$ cat src/rtl/slb_pkg.sv
package slb_pkg;

    typedef enum logic [3:0] {
        K_NONE, K_WRITE, K_READ, K_CAL, K_CONV, K_MULTI,
        K_SYNC, K_RESET, K_RAWW, K_RAWR
    } cmd_kind_e;

    typedef struct packed {
        cmd_kind_e  kind;
        logic [7:0] spi_cmd;
        logic [1:0] n_args;
    } cmd_dec_t;

    typedef enum logic [2:0] {S_IDLE, S_ARGS, S_XFER, S_WAIT, S_SEND} fsm_e;

    localparam logic [2:0] RC_OFFSET = 3'd1;
    localparam logic [2:0] RC_GAIN   = 3'd2;
    localparam logic [2:0] RC_CONFIG = 3'd3;
    localparam logic [2:0] RC_FIFO   = 3'd4;
    localparam logic [2:0] RC_SETUP  = 3'd5;

    localparam logic [7:0] C_MULTI = 8'h1F;
    localparam logic [7:0] C_SYNC  = 8'h3F;
    localparam logic [7:0] C_RESET = 8'h4F;
    localparam logic [7:0] C_RAWR  = 8'hEF;
    localparam logic [7:0] C_RAWW  = 8'hFF;
    localparam logic [7:0] C_CFG_WRITE  = 8'h03;
    localparam logic [7:0] C_CONV_SETUP1 = 8'h80;

    function automatic cmd_dec_t decode_cmd(input logic [7:0] b);
        cmd_dec_t d;
        d.kind    = K_NONE;
        d.spi_cmd = b;
        d.n_args  = 2'd0;
        if (b == C_MULTI) begin
            d.kind = K_MULTI; d.spi_cmd = C_CONV_SETUP1; d.n_args = 2'd1;
        end else if (b == C_SYNC) begin
            d.kind = K_SYNC;
        end else if (b == C_RESET) begin
            d.kind = K_RESET; d.spi_cmd = C_CFG_WRITE;
        end else if (b == C_RAWR) begin
            d.kind = K_RAWR;
        end else if (b == C_RAWW) begin
            d.kind = K_RAWW; d.n_args = 2'd1;
        end else if (b[7]) begin
            case (b[2:0])
                3'd0:                   d.kind = K_CONV;
                3'd1, 3'd2, 3'd5, 3'd6: d.kind = K_CAL;
                default:                d.kind = K_NONE;
            endcase
        end else begin
            case (b[2:0])
                RC_OFFSET, RC_GAIN: d.kind = b[3] ? K_READ : K_WRITE;
                RC_CONFIG, RC_SETUP:
                    if (b[6:4] == 3'd0) d.kind = b[3] ? K_READ : K_WRITE;
                RC_FIFO:
                    if (b[6:4] == 3'd0 && b[3]) d.kind = K_READ;
                default: d.kind = K_NONE;
            endcase
            if (d.kind == K_WRITE) d.n_args = 2'd3;
        end
        return d;
    endfunction

endpackage

$ cat src/rtl/slb_cmd_decode.sv
module slb_cmd_decode
    import slb_pkg::*;
(
    input  logic [7:0] cmd_byte,
    output cmd_dec_t   dec
);
    always_comb dec = decode_cmd(cmd_byte);
endmodule

$ cat src/rtl/slb_spi_shift.sv
module slb_spi_shift #(
    parameter int HALF = 4,
    parameter int NBW  = 8
) (
    input  logic           clk,
    input  logic           rst,
    input  logic           start,
    input  logic [31:0]    word,
    input  logic [NBW-1:0] nbits,
    input  logic           pad,
    input  logic           sdo,
    output logic           sclk,
    output logic           sdi,
    output logic           done,
    output logic [23:0]    rx
);
    localparam int DW = (HALF > 1) ? $clog2(HALF) : 1;

    logic           busy;
    logic           pad_q;
    logic [DW-1:0]  div;
    logic [NBW-1:0] bitn, last;
    logic [31:0]    txw;

    always_ff @(posedge clk) begin
        if (rst) begin
            busy <= 1'b0; sclk <= 1'b0; done <= 1'b0; pad_q <= 1'b0;
            div <= '0; bitn <= '0; last <= '0; txw <= '0; rx <= '0;
        end else begin
            done <= 1'b0;
            if (start) begin
                busy  <= 1'b1;
                sclk  <= 1'b0;
                div   <= '0;
                bitn  <= '0;
                last  <= nbits - NBW'(1);
                txw   <= word;
                pad_q <= pad;
            end else if (busy) begin
                if (div == DW'(HALF - 1)) begin
                    div <= '0;
                    if (!sclk) begin
                        sclk <= 1'b1;
                        rx   <= {rx[22:0], sdo};
                    end else begin
                        sclk <= 1'b0;
                        if (bitn == last) begin
                            busy <= 1'b0;
                            done <= 1'b1;
                        end else begin
                            bitn <= bitn + NBW'(1);
                            txw  <= {txw[30:0], 1'b0};
                        end
                    end
                end else begin
                    div <= div + DW'(1);
                end
            end
        end
    end

    assign sdi = busy & (pad_q ? (bitn != last) : txw[31]);
endmodule

$ cat src/rtl/serlink_spi_bridge.sv
module serlink_spi_bridge
    import slb_pkg::*;
#(
    parameter int          SCLK_HALF   = 4,
    parameter int          SYNC_ONES   = 128,
    parameter int          TIMEOUT_CYC = 1000000,
    parameter logic [23:0] RESET_CFG   = 24'h000080
) (
    input  logic       clk,
    input  logic       rst,
    input  logic       rx_valid,
    input  logic [7:0] rx_byte,
    output logic       rx_ready,
    output logic       tx_valid,
    output logic [7:0] tx_byte,
    input  logic       tx_ready,
    output logic       spi_cs_n,
    output logic       spi_sclk,
    output logic       spi_sdi,
    input  logic       spi_sdo,
    input  logic       conv_ready,
    output logic       err_timeout
);
    localparam int MAXB = (SYNC_ONES + 1 > 32) ? SYNC_ONES + 1 : 32;
    localparam int NBW  = $clog2(MAXB + 1);
    localparam int TW   = (TIMEOUT_CYC > 1) ? $clog2(TIMEOUT_CYC) : 1;

    fsm_e       st;
    cmd_dec_t   dec;
    cmd_kind_e  kind_q;
    logic [7:0] cmd_q, rep_q;
    logic [23:0] data_q, res_q;
    logic [1:0] need_q, nout_q;
    logic [TW-1:0] tmo_q;
    logic       ph2_q, eng_start, eng_done;
    logic [23:0] eng_rx;
    logic [31:0] l_word;
    logic [NBW-1:0] l_nbits;
    logic       l_pad;

    slb_cmd_decode u_dec (.cmd_byte(rx_byte), .dec(dec));

    slb_spi_shift #(.HALF(SCLK_HALF), .NBW(NBW)) u_shift (
        .clk(clk), .rst(rst), .start(eng_start), .word(l_word),
        .nbits(l_nbits), .pad(l_pad), .sdo(spi_sdo),
        .sclk(spi_sclk), .sdi(spi_sdi), .done(eng_done), .rx(eng_rx)
    );

    // Shape of the SPI transaction for the command held in kind_q/ph2_q
    always_comb begin
        l_word  = '0;
        l_nbits = NBW'(8);
        l_pad   = 1'b0;
        case (kind_q)
            K_WRITE: begin l_word = {cmd_q, data_q};    l_nbits = NBW'(32); end
            K_RESET: begin l_word = {cmd_q, RESET_CFG}; l_nbits = NBW'(32); end
            K_READ:  begin l_word = {cmd_q, 24'h0};     l_nbits = NBW'(32); end
            K_CAL:   l_word = {cmd_q, 24'h0};
            K_CONV, K_MULTI:
                if (ph2_q) l_nbits = NBW'(24);
                else       l_word  = {cmd_q, 24'h0};
            K_SYNC:  begin l_pad = 1'b1; l_nbits = NBW'(SYNC_ONES + 1); end
            K_RAWW:  l_word = {data_q[23:16], 24'h0};
            default: ;
        endcase
    end

    assign rx_ready = (st == S_IDLE) || (st == S_ARGS);
    assign tx_valid = (st == S_SEND);
    assign tx_byte  = res_q[7:0];

    always_ff @(posedge clk) begin
        if (rst) begin
            st <= S_IDLE; kind_q <= K_NONE; cmd_q <= '0; rep_q <= '0;
            data_q <= '0; res_q <= '0; need_q <= '0; nout_q <= '0;
            tmo_q <= '0; ph2_q <= 1'b0; eng_start <= 1'b0;
            spi_cs_n <= 1'b1; err_timeout <= 1'b0;
        end else begin
            eng_start <= 1'b0;
            case (st)
                S_IDLE: if (rx_valid) begin
                    err_timeout <= 1'b0;
                    kind_q <= dec.kind;
                    cmd_q  <= dec.spi_cmd;
                    need_q <= dec.n_args;
                    ph2_q  <= 1'b0;
                    rep_q  <= '0;
                    if (dec.kind != K_NONE) begin
                        if (dec.n_args != 2'd0) begin
                            st <= S_ARGS;
                        end else begin
                            spi_cs_n <= 1'b0; eng_start <= 1'b1; st <= S_XFER;
                        end
                    end
                end
                S_ARGS: if (rx_valid) begin
                    data_q <= {rx_byte, data_q[23:8]};
                    need_q <= need_q - 2'd1;
                    if (need_q == 2'd1) begin
                        if (kind_q == K_MULTI && rx_byte == 8'h00) begin
                            st <= S_IDLE;
                        end else begin
                            rep_q <= rx_byte - 8'd1;
                            spi_cs_n <= 1'b0; eng_start <= 1'b1; st <= S_XFER;
                        end
                    end
                end
                S_XFER: if (eng_done) begin
                    case (kind_q)
                        K_READ: begin
                            res_q <= eng_rx; nout_q <= 2'd3;
                            spi_cs_n <= 1'b1; st <= S_SEND;
                        end
                        K_RAWR: begin
                            res_q <= {16'h0, eng_rx[7:0]}; nout_q <= 2'd1;
                            spi_cs_n <= 1'b1; st <= S_SEND;
                        end
                        K_CONV, K_MULTI: begin
                            if (!ph2_q) begin
                                tmo_q <= '0; st <= S_WAIT;
                            end else begin
                                res_q <= eng_rx; nout_q <= 2'd3;
                                spi_cs_n <= 1'b1; st <= S_SEND;
                            end
                        end
                        default: begin
                            spi_cs_n <= 1'b1; st <= S_IDLE;
                        end
                    endcase
                end
                S_WAIT: begin
                    if (conv_ready) begin
                        ph2_q <= 1'b1; eng_start <= 1'b1; st <= S_XFER;
                    end else if (tmo_q == TW'(TIMEOUT_CYC - 1)) begin
                        err_timeout <= 1'b1; res_q <= '0; nout_q <= 2'd3;
                        spi_cs_n <= 1'b1; st <= S_SEND;
                    end else begin
                        tmo_q <= tmo_q + TW'(1);
                    end
                end
                S_SEND: if (tx_ready) begin
                    res_q  <= {8'h0, res_q[23:8]};
                    nout_q <= nout_q - 2'd1;
                    if (nout_q == 2'd1) begin
                        if (kind_q == K_MULTI && rep_q != 8'd0) begin
                            rep_q <= rep_q - 8'd1; ph2_q <= 1'b0;
                            spi_cs_n <= 1'b0; eng_start <= 1'b1; st <= S_XFER;
                        end else begin
                            st <= S_IDLE;
                        end
                    end
                end
                default: st <= S_IDLE;
            endcase
        end
    end
endmodule

$ cat config.mk
export PLATFORM = sky130hd
export DESIGN_NAME = serlink_spi_bridge
export DESIGN_NICKNAME = d
export VERILOG_FILES = /design/src/rtl/slb_pkg.sv /design/src/rtl/slb_cmd_decode.sv /design/src/rtl/slb_spi_shift.sv /design/src/rtl/serlink_spi_bridge.sv
export SDC_FILE = /design/constraint.sdc
export NUM_CORES = 1
export LEC_CHECK = 0
export ABC_AREA = 1
export BUFFER_PORTS_ARGS = -buffer_cell sky130_fd_sc_hd__buf_2
export CAP_MARGIN = 20
export CORE_AREA = 2 2 140 142
export CTS_BUF_LIST = sky130_fd_sc_hd__clkbuf_4 sky130_fd_sc_hd__clkbuf_8
export CTS_CLUSTER_SIZE = 25
export DETAILED_ROUTE_END_ITERATION = 8
export DIE_AREA = 0 0 142 144
export MAX_ROUTING_LAYER = met4
export PLACE_DENSITY = 0.66
export SETUP_SLACK_MARGIN = 0.3
export SYNTH_ARGS = -nofsm -noshare
export SYNTH_HDL_FRONTEND = slang
export SYNTH_HIERARCHICAL = 1
export SYNTH_SLANG_ARGS = --single-unit
$ cat constraint.sdc
create_clock -name clk -period 5.5 [get_ports clk]
set_input_delay 0 -clock clk [delete_from_list [all_inputs] [get_ports clk]]
set_output_delay 0 -clock clk [all_outputs]
set_load 0.01 [all_outputs]
==> summary.md <==
| Metric | Value |
|---|---|
| Worst-skew pair later-pin latency | `470 ps` |
| Synth warnings | `6` |
| Synth-to-layout area growth | `6.29%` |
| Finish-stage setup viols | `0` |
| Terminus of the critical flop-to-flop path | `res_q[11]` |
| Clock power share | `0.281` |
| Die outline area | `0.0204 sq mm` |
| Die Wd | `142 microns` |
| Cell at the root of the clock tree | `sky130_fd_sc_hd__clkbuf_8` |
| Weighted congestion at the end of routability-driven global placement | `0.958` |
| Residual DRC count | `0` |
| Final clock skew | `12.7 ps` |
| Slack of the worst reg-to-reg path | `2550 ps` |
| Cell area after synthesis | `0.00935 sq mm` |
| GRT Residual Overflow | `0` |
| Cell-internal power | `2.07 mW` |
| End-of-flow core utilization | `0.521` |
| Max-slew violation total from the final report | `0` |
| DRT Pass-1 Iters | `5` |
| Result of the run | `finished, final reports clean` |
| Post-CTS repair timing setup buffer count | `0` |
| Total clock sinks | `177` |
| Number of cells on the worst reg-to-reg path | `9` |
| Via count of the first global-routing pass | `7993` |
| Half-perimeter wire length after detailed placement | `15.1 mm` |
| Antenna violations before repair | `0` |
| Mean number of vias per cell | `5.19` |
| Diode count | `0` |
| Part of the total power dissipated in sequential elements | `0.460` |
| Cell area after placement | `0.00941 sq mm` |
| Final non-filler cell area | `0.00994 sq mm` |
| Starting utilization of the core area | `0.490` |
| Reg2reg start | `st[2]` |
| Worst Setup SP | `st[2]` |
| H-tree Lvls | `4` |
| Final Hold Viols | `0` |
| Worst setup endpoint | `res_q[11]` |
| Pwr/cell area | `330 mW/mm^2` |
| Final cell count without fillers | `1673` |
| Number of I/O port buffers | `27` |
| Number of nets in the layout | `1443` |
| RSZ-0062 raised after global routing | `false` |
| Worst min-delay path category | `in2reg` |
| Number of different library cells in the post-synthesis netlist | `47` |
| Kind of capture point of the worst setup path | `flop` |
| Clock tree buffer depth | `2` |
| Fill cell instance count of the final layout | `1982` |
| Core Rows | `51` |
| Global-route wire length before repair | `37.6 mm` |
| Post-synthesis register bit count | `177` |
| Leak | `4.12 nW` |
| Gate power share | `0.258` |
| Fmax achieved | `0.339 GHz` |
| Drt initial violations | `467` |
| Largest net degree at the start of global routing | `68` |
| Type of origin of the critical path | `flop` |
| Crit Path Category | `reg2reg` |
| Crit-path max FO | `43` |
| Max IR drop VDD | `0.216 mV` |
| Required time of the critical path | `5870 ps` |
| Switching part of the total power | `0.368` |
| GRT Total Usage | `0.233` |
| WL final | `22.4 mm` |
| Number of ports placed on the die boundary | `28` |
| Slew HR | `0.291` |
| Ratio of cells with drive above 1 in the final layout | `0.0836` |
| Number of instances in the placed design | `1629` |
| Share of the clock period used by the worst path | `0.537` |
| Slew of the pin with the lowest slew margin | `1060 ps` |
| Avg Synthesized Cell Area | `6.54 sq um` |
| Synth Instances | `1430` |
| Minimum period implied by the final worst setup slack | `2950 ps` |
| Routed vias | `8681` |
| Die H | `144 microns` |
| Number of buffers created by CTS | `17` |
| Avg WL per Cell | `13.4 microns` |
| TritonCTS clock tree | `done` |
| TNS Setup | `0 ps` |
| Net switching power of the design | `1.21 mW` |
| Fin Hold WS | `20.0 ps` |
| Core area | `0.0191 sq mm` |
| Post-CTS clock slew at the launch and capture registers of the worst setup and hold paths | `100 ps` |
| DRT antenna net count | `0` |
| Sequential fraction of the synthesis area | `0.379` |
| Max-capacitance violation count | `0` |
| Critical path arrival | `3320 ps` |
==> layer usage <==
layer	GRT usage	vias up	wire length, microns
li1	-	4536	-
met1	0.289	3988	10500
met2	0.394	131	10900
met3	0.0411	26	647
met4	0.0621	0	365
met5	-	-	0
==> placed cells by master (no fill, tap or decap), types with 17 or more instances in the layout <==
cell | synthesis | final
sky130_fd_sc_hd__a21oi_1 | 96 | 96
sky130_fd_sc_hd__buf_2 | 12 | 27
sky130_fd_sc_hd__clkbuf_8 | 0 | 17
sky130_fd_sc_hd__dfxtp_1 | 177 | 176
sky130_fd_sc_hd__inv_1 | 133 | 133
sky130_fd_sc_hd__nand2_1 | 376 | 376
sky130_fd_sc_hd__nand3_1 | 85 | 85
sky130_fd_sc_hd__nor2_1 | 229 | 228
sky130_fd_sc_hd__nor3_1 | 21 | 21
sky130_fd_sc_hd__o21ai_0 | 100 | 100
==> state kept, by name, indices dropped and copies added (netlist names), 2 cells and up <==
name and cells:
u_shift/div 2, rep_q 8, tmo_q 20, data_q 24
nout_q 2, u_shift/txw 32, st 3, kind_q 4
u_shift/bitn 8, u_shift/rx 24, u_shift/last 8, cmd_q 8
res_q 24, need_q 2
==> Yosys cell counts, drive strengths merged <==
cell,instances,area (sq um)
a221oi,2,17.5
nand4,9,62.6
buf,41,304
ha,7,87.6
nand3b,7,52.6
xnor2,5,43.8
conb,1,3.75
nor2b,1,6.26
nor3,24,141
o21ai,108,548
a22oi,8,60.1
o2111ai,1,8.76
a31oi,6,37.5
xor2,11,96.3
inv,138,518
and2,1,6.26
nand3,97,546
o22ai,8,50.1
o211a,1,10.0
a211oi,1,7.51
nor2,240,953
a21oi,107,577
or2,1,6.26
o21bai,1,7.51
o211ai,6,45.0
o221ai,1,8.76
nor3b,1,7.51
nand2,383,1460
and3,1,6.26
dfxtp,177,3540
clkbuf,35,131
==> layout make-up <==
| class | instances | area [sq um] | area share |
|---|---|---|---|
| Multi-Input combinational cell | 1044 | 4880 | 0.491 |
| Sequential cell | 177 | 3540 | 0.357 |
| Inverter | 138 | 518 | 0.0521 |
| Timing Repair Buffer | 44 | 310 | 0.0312 |
| Tap cell | 238 | 298 | 0.0300 |
| Clock buffer | 17 | 234 | 0.0235 |
| Clock inverter | 15 | 159 | 0.0160 |
==> power groups by stage <==
stage / combinational, mW / sequential [mW] / clock [mW]
after CTS: 0.841 / 1.51 / 0.950
after detailed placement: 0.832 / 1.54 / 0
after global placement: 0.823 / 1.54 / 0
after global routing: 0.983 / 1.53 / 0.998
final: 0.849 / 1.51 / 0.924
after floorplan: 0.715 / 1.52 / 0
==> critical path, stage by stage (launching register included) <==
cell and delay, ps:
sky130_fd_sc_hd__dfxtp_1 550, sky130_fd_sc_hd__nor2_2 100, sky130_fd_sc_hd__nand2_1 580, sky130_fd_sc_hd__nor2_1 230
sky130_fd_sc_hd__nor2_2 290, sky130_fd_sc_hd__nand2_2 100, sky130_fd_sc_hd__nor2_4 700, sky130_fd_sc_hd__nand2_1 120
sky130_fd_sc_hd__nand2_1 110, sky130_fd_sc_hd__nor2_1 50
==> metrics by stage <==
step	power [mW]	worst slack, ps
after floorplan	2.23	3750
after global placement	2.36	2450
after detailed placement	2.37	2400
after CTS	3.30	2370
after global routing	3.51	2280
final	3.28	2550
==> worst min-delay path by stage <==
stage / depth (start not counted) / slack, ps / endpoint / from
after global placement: 3 / 230 / u_shift/rx[0] / spi_sdo
after detailed placement: 3 / 240 / u_shift/rx[0] / spi_sdo
after CTS: 4 / 5 / st[2] / tx_ready
final: 5 / 20 / eng_start / tx_ready
after floorplan: 2 / 130 / u_shift/rx[0] / spi_sdo
after global routing: 4 / 20 / st[2] / tx_ready
==> cell families after synthesis <==
kind of cell | synth area share
other | 0.000401
AOI/OAI and AO/OA | 0.147
adders and majority gates | 0.00936
DFF | 0.379
and+or+nand+nor | 0.347
xor gates and xnor gates | 0.0150
buffers and inverters | 0.102
==> repair_timing <==
| item | 4_1_cts | 5_1_grt |
|---|---|---|
| resized for setup | 0 | 0 |
| hold endpoints to repair | 15 | 0 |
| hold buffers | 11 | 0 |
(Power assumes the default switching activity.)
